### config.mk
export PLATFORM = sky130hd
export DESIGN_NAME = cerr_counter
export DESIGN_NICKNAME = d
export VERILOG_FILES = /design/src/rtl/errcnt_pkg.sv /design/src/rtl/errcnt_sel.sv /design/src/rtl/errcnt_core.sv /design/src/rtl/cerr_counter.sv
export SDC_FILE = /design/constraint.sdc
export NUM_CORES = 1
export LEC_CHECK = 0
export CAP_MARGIN = 15
export CELL_PAD_IN_SITES_DETAIL_PLACEMENT = 0
export CELL_PAD_IN_SITES_GLOBAL_PLACEMENT = 2
export CORE_MARGIN = 8
export CORE_UTILIZATION = 31
export DETAILED_ROUTE_END_ITERATION = 10
export GPL_TIMING_DRIVEN = 1
export PLACE_DENSITY = 0.87
export SYNTH_ARGS = -nofsm -noshare
export SYNTH_HDL_FRONTEND = slang
export SYNTH_SLANG_ARGS = --single-unit
### constraint.sdc
create_clock -name clk -period 3.6 [get_ports clk]
set_input_delay 0.54 -clock clk [delete_from_list [all_inputs] [get_ports clk]]
set_output_delay 0.54 -clock clk [all_outputs]
set_load 0.01 [all_outputs]
### src/rtl/errcnt_pkg.sv
`timescale 1ns/1ps
package errcnt_pkg;
  typedef enum logic {
    REG_SEL  = 1'b0,
    REG_STAT = 1'b1
  } reg_sel_e;
endpackage

### src/rtl/errcnt_sel.sv
`timescale 1ns/1ps
module errcnt_sel #(
  parameter int NUM_TYPES = 8
) (
  input  logic                 clk,
  input  logic                 rst_n,
  input  logic                 sel_wr,
  input  logic [NUM_TYPES-1:0] sel_wdata,
  input  logic [NUM_TYPES-1:0] err_in,
  output logic [NUM_TYPES-1:0] sel_q,
  output logic                 hit
);
  logic [NUM_TYPES-1:0] gated;

  always_ff @(posedge clk or negedge rst_n) begin
    if (!rst_n)      sel_q <= '0;
    else if (sel_wr) sel_q <= sel_wdata;
  end

  for (genvar g = 0; g < NUM_TYPES; g++) begin : g_gate
    assign gated[g] = err_in[g] & sel_q[g];
  end

  assign hit = |gated;

  assert_sel_hold_R2: assert property (@(posedge clk) disable iff (!rst_n)
    !sel_wr |=> $stable(sel_q));
  assert_zero_mask_R4: assert property (@(posedge clk) disable iff (!rst_n)
    (sel_q == '0) |-> !hit);
endmodule

### src/rtl/errcnt_core.sv
`timescale 1ns/1ps
module errcnt_core #(
  parameter int CNT_W = 7
) (
  input  logic             clk,
  input  logic             rst_n,
  input  logic             hit,
  input  logic             clr_wr,
  input  logic [CNT_W:0]   clr_mask,
  output logic [CNT_W-1:0] cnt,
  output logic             ovf,
  output logic             at_max,
  output logic             bump
);
  localparam logic [CNT_W-1:0] CNT_MAX = {CNT_W{1'b1}};

  function automatic logic [CNT_W-1:0] sat_inc(input logic [CNT_W-1:0] c);
    return (c == CNT_MAX) ? c : c + CNT_W'(1);
  endfunction

  function automatic logic [CNT_W-1:0] w1c(input logic [CNT_W-1:0] c,
                                           input logic [CNT_W-1:0] m);
    return c & ~m;
  endfunction

  logic [CNT_W-1:0] nxt_cnt;
  logic             nxt_ovf;

  assign at_max = (cnt == CNT_MAX);
  assign bump   = hit && !clr_wr;

  always_comb begin
    nxt_cnt = cnt;
    nxt_ovf = ovf;
    if (clr_wr) begin
      nxt_cnt = w1c(cnt, clr_mask[CNT_W-1:0]);
      nxt_ovf = ovf & ~clr_mask[CNT_W];
    end else if (hit) begin
      nxt_cnt = sat_inc(cnt);
      nxt_ovf = ovf | at_max;
    end
  end

  always_ff @(posedge clk or negedge rst_n) begin
    if (!rst_n) begin
      cnt <= '0;
      ovf <= 1'b0;
    end else begin
      cnt <= nxt_cnt;
      ovf <= nxt_ovf;
    end
  end

  assert_one_step_R3: assert property (@(posedge clk) disable iff (!rst_n)
    bump && !at_max |=> (cnt == $past(cnt) + CNT_W'(1)));
  assert_hold_idle_R4: assert property (@(posedge clk) disable iff (!rst_n)
    !clr_wr && !hit |=> $stable(cnt) && $stable(ovf));
  assert_saturate_R5: assert property (@(posedge clk) disable iff (!rst_n)
    bump && at_max |=> (cnt == CNT_MAX) && ovf);
  assert_ovf_sticky_R6: assert property (@(posedge clk) disable iff (!rst_n)
    ovf && !(clr_wr && clr_mask[CNT_W]) |=> ovf);
  assert_clear_wins_R8: assert property (@(posedge clk) disable iff (!rst_n)
    clr_wr |=> ((cnt & $past(clr_mask[CNT_W-1:0])) == '0));
endmodule

### src/rtl/cerr_counter.sv
`timescale 1ns/1ps
module cerr_counter
  import errcnt_pkg::*;
#(
  parameter  int NUM_TYPES = 8,
  parameter  int CNT_W     = 7,
  localparam int STAT_W    = CNT_W + 1,
  localparam int REG_W     = (NUM_TYPES > STAT_W) ? NUM_TYPES : STAT_W
) (
  input  logic                 clk,
  input  logic                 rst_n,
  input  logic [NUM_TYPES-1:0] err_in,
  input  logic                 reg_wr,
  input  logic                 reg_addr,
  input  logic [REG_W-1:0]     reg_wdata,
  output logic [REG_W-1:0]     reg_rdata
);
  logic                 sel_wr;
  logic                 clr_wr;
  logic                 hit;
  logic [NUM_TYPES-1:0] sel_q;
  logic [CNT_W-1:0]     cnt;
  logic                 ovf;
  logic                 at_max;
  logic                 bump;
  reg_sel_e             target;

  assign target = reg_sel_e'(reg_addr);
  assign sel_wr = reg_wr && (target == REG_SEL);
  assign clr_wr = reg_wr && (target == REG_STAT);

  errcnt_sel #(.NUM_TYPES(NUM_TYPES)) u_sel (
    .clk       (clk),
    .rst_n     (rst_n),
    .sel_wr    (sel_wr),
    .sel_wdata (reg_wdata[NUM_TYPES-1:0]),
    .err_in    (err_in),
    .sel_q     (sel_q),
    .hit       (hit)
  );

  errcnt_core #(.CNT_W(CNT_W)) u_core (
    .clk      (clk),
    .rst_n    (rst_n),
    .hit      (hit),
    .clr_wr   (clr_wr),
    .clr_mask (reg_wdata[CNT_W:0]),
    .cnt      (cnt),
    .ovf      (ovf),
    .at_max   (at_max),
    .bump     (bump)
  );

  always_comb begin
    reg_rdata = '0;
    if (target == REG_STAT) reg_rdata[STAT_W-1:0]    = {ovf, cnt};
    else                    reg_rdata[NUM_TYPES-1:0] = sel_q;
  end

  assert_mask_write_R9: assert property (@(posedge clk) disable iff (!rst_n)
    sel_wr |=> (sel_q == $past(reg_wdata[NUM_TYPES-1:0])));
endmodule

# Word-level counts from Yosys, hierarchy flattened
# Cells that the tools add are included.
[word_totals]
reg_bits = 16
word_cells = 31
output_inout_bits = 8
[classes]
n_eq_ne = 2
n_reduce_logical = 5
addsub = 1
mux = 6
n_bitwise = 14
[op_table]
columns = ["cell", "n"]
rows = [
  ["7-bit two-way mux", 3],
  ["1-bit AND", 9],
  ["8-bit two-way mux", 1],
  ["8-bit OR reduction", 1],
  ["7-bit by 1-bit adder with 7-bit output, second input constant", 1],
  ["7-bit AND", 1],
  ["7-bit == test, second input constant", 1],
  ["7-bit inverter", 1],
  ["1-bit logical AND", 2],
  ["1-bit two-way mux", 2],
  ["2-bit inequality test, second input constant", 1],
  ["1-bit inverter", 2],
  ["2-bit AND reduction", 1],
  ["2-bit nonzero test", 1],
  ["1-bit OR", 1],
]

# Depth between registers and ports, before layout
[logic_depth]
word_depth = 4
depth_mapped = 5
depth_no_buf = 5

# Modules after synthesis
# A second synthesis with hierarchy kept.
[hier_totals]
cells_unflattened = 83
hier_area_um2 = 993.5
[by_module_without_submodules]
columns = ["module", "cells_per_inst", "seq_area_each_um2", "instances", "area_each_um2"]
rows = [
  ["errcnt_core", 50, 200.2, 1, 478.0],
  ["errcnt_sel", 22, 200.2, 1, 367.9],
  ["cerr_counter", 11, 0.0, 1, 147.6],
]

# Least setup slack after synthesis
# Ideal clock, no wire load.
[synth_timing]
path_type = "input to output"
from = "input reg_addr"
to = "output reg_rdata[0]"
required_ns = 3.060
slack_ns = 2.050
path_buffers = 1
t_arrival_ns = 1.010
cell_stages = 2
path_cell_list = "buf_6 -> mux2_2"
[synth_via]
elab_chain_len = 1
[synth_lines]
columns = ["item", "line_no", "rtl"]
rows = [
  ["start: declaration", "cerr_counter.sv:14", "input logic reg_addr,"],
  ["8-bit two-way mux", "cerr_counter.sv:56", "if (target == REG_STAT) reg_rdata[STAT_W-1:0] = {ovf, cnt};"],
  ["end: declaration", "cerr_counter.sv:16", "output logic [REG_W-1:0] reg_rdata"],
]
# Every way passes these cells.

# Final worst setup path
[layout_timing]
from = "input reg_addr"
to = "output reg_rdata[5]"
# Same word-level chain as after synthesis.

==> metrics.txt <==
status=finished, final reports clean; PortBufs=27; met1 usage=0.119; min cycle time layout=2.81 ns; clk slew on worst S/H paths=0.10 ns; setup_tns=0 ns; HP Class=reg -> reg; cts repair resizes=0; largest net degree at the start of global routing=17; Die Width=71.7 um; crit share post-route=0.780; Pleak=0.512 nW; post-CTS setup buffers=0; total CTS buffers=3; Tot GR Track Use=0.0979; Most used DFF post-synth=dfrtp_1; Clock Tree Root=clkbuf_4; filler cell count=293; area leader, netlist=dfrtp_1; Synth Warn #=0; most common cell in the netlist=dfrtp_1; Final Non-Filler Cells=143; Max H-tree Level=1; initial core utilization=0.321; CP endpoint kind=output port; antenna viol nets, final=0; RSZ-0062 raised after global routing=no; worst-margin pin slew=0.729 ns; grt met3 use=0.0321; Mapped Cells=82; multi-input logic area=536 um^2; gp weighted congestion=0.819; CTS Hold Bufs=0; max-slew headroom at the worst pin=0.512; setup ws final=0.793 ns; Worst R2R Path Depth=5; Iter 0 DRT Violations=23; final global-route overflow total=0; wire per inst=17.0 um; worst clock skew=0.00927 ns; Final Max Tran Viols=0; pwr dens=499 nW/um^2; TritonCTS clock tree=built; crit start category=input pin; 1st-pass router iterations=4; clk_lat worst skew=0.29 ns; Die H=71.7 um; Site Rows=20; # diodes=0; sequential cell area=400 um^2; max cap viols=0; core area=3000 um^2; #FFs+latches synth=16; Worst R2R Setup Slack=2.02 ns; Max clock buf depth=2; Max Freq=0.356 GHz; share of the synthesized area in the top cell type=0.416; Detailed Place HPWL=1.88 mm; initial antenna violation count=0; Worst EP arrival=2.27 ns; worst hold path depth=1; top cells by area, synth=dfrtp_1 42%, mux2_2 15%, a22oi_2 5.2%, mux2_1 3.5%, a31oi_1 2.6%; endpoints failing hold=0; Mapped Nets=103; commonest cells in the netlist=16 x dfrtp_1, 13 x mux2_2, 5 x nand2_1; final setup vio count=0; final wirelength=2.43 mm; Worst Min Path Start=u_core.cnt[5]$_DFFE_PN0P_; RR Endpoint=u_core.cnt[2]$_DFFE_PN0P_; Synth async-reset ratio=1.00; gr busiest metal=met2; Ports=28; Post-synth EDFFs=0; WP data required=3.06 ns; syn_area_per_cell=11.7 um^2; final net count=132; share of cells above drive strength 1=0.255; register area share after synthesis=0.416; FF-to-FF Start=u_core.cnt[0]$_DFFE_PN0P_; area grow syn2layout=34.0%; Synth cell types=34; vias post-DR=757; vias in the first global route=791; critical path class=in -> out; global-route wire length before repair=3.93 mm; average vias per placed instance=5.29; Post-Syn Area=963 um^2; utilization after layout=0.430; met2 usage=0.157; Worst Hold Path EP=u_core.cnt[5]$_DFFE_PN0P_; clock sink count=16; DRC viols=0; dpl cells=139; crit-path max FO=12; Peak VDD IR=0.195 mV; full die area=5150 um^2; pre-CTS WS=0.782 ns
flip-flops by register name, summed over array words and instances (netlist names):
name         count
u_sel.sel_q      8
u_core.cnt       7
u_core.ovf       1
stage by stage:
stage | instance area (um^2) | total power, mW | hold slack (ns)
floorplan | 963 | 0.420 | 0.244
global placement | 1250 | 0.527 | 0.513
detailed placement | 1250 | 0.527 | 0.521
CTS | 1290 | 0.652 | 0.532
global route | 1290 | 0.690 | 0.584
finish | 1290 | 0.644 | 0.537
cell usage in the layout (no fill, tap or decap):
cell type	synthesis	final
a31o_1	1	1
clkdlybuf4s50_1	0	27
clkbuf_4	0	3
ha_1	1	1
nand2_2	1	1
mux2_2	13	13
and2_1	1	1
a22o_1	2	2
nand4_4	1	1
nand4_2	1	1
nor3_2	1	1
o311a_1	1	1
nor2_2	1	1
a22oi_2	4	4
mux2_1	3	3
a31oi_1	4	4
nor3b_2	1	1
o311ai_1	1	1
dfrtp_1	16	16
a21oi_1	4	4
nand2_1	5	5
a21bo_4	1	1
and4_1	2	2
a2bb2oi_1	1	1
nand3_1	1	1
nor2_1	3	3
clkbuf_8	0	1
nand2b_1	1	1
a32o_1	1	1
a41oi_1	1	1
o21ai_1	2	2
and3_1	1	1
inv_1	2	2
o221ai_1	1	1
logic make-up after synthesis:
group           count (synthesis)  share of synthesized area
compound gates                 24                      0.210
fa+ha+maj                       1                     0.0130
buf+inv                         5                     0.0286
flops                          16                      0.416
mux                            16                      0.187
simple gates                   20                      0.145
power breakdown:
| part | internal, mW | total, mW | switching [mW] |
|---|---|---|---|
| Combinational | 0.143 | 0.244 | 0.101 |
| Clock | 0.0616 | 0.122 | 0.0603 |
| Sequential | 0.222 | 0.278 | 0.0559 |
| Total | 0.427 | 0.644 | 0.218 |
critical path, stage by stage:
cell and delay (ns):
clkdlybuf4s50_1 0.84, mux2_2 0.40, clkdlybuf4s50_1 0.48
per-layer routing:
| layer | up-vias | routed length, um | part of all wire |
|---|---|---|---|
| met2 | 15 | 1170 | 0.48 |
| met1 | 361 | 1130 | 0.46 |
| met5 | - | 0 | 0 |
| li1 | 379 | - | - |
| met4 | 0 | 16 | 0.0066 |
| met3 | 2 | 123 | 0.051 |
how the worst max path moves through the flow:
stage,from,endpoint,slack [ns],depth (start not counted)
after floorplan,reg_addr,reg_rdata[0],2.05,2
after global placement,reg_addr,reg_rdata[0],0.78,3
after detailed placement,reg_addr,reg_rdata[6],0.78,3
after CTS,reg_addr,reg_rdata[3],0.77,3
after global routing,reg_addr,reg_rdata[3],0.70,3
final,reg_addr,reg_rdata[5],0.79,3
final cells by class:
| type | instances | share of cell area |
|---|---|---|
| Tap cell | 33 | 0.0320 |
| Sequential cell | 16 | 0.310 |
| Timing Repair Buffer | 27 | 0.209 |
| Clock buffer | 4 | 0.0281 |
| Multi-Input combinational cell | 61 | 0.415 |
| Inverter | 2 | 0.00581 |
No activity file was read; power rests on OpenSTA's default activity.
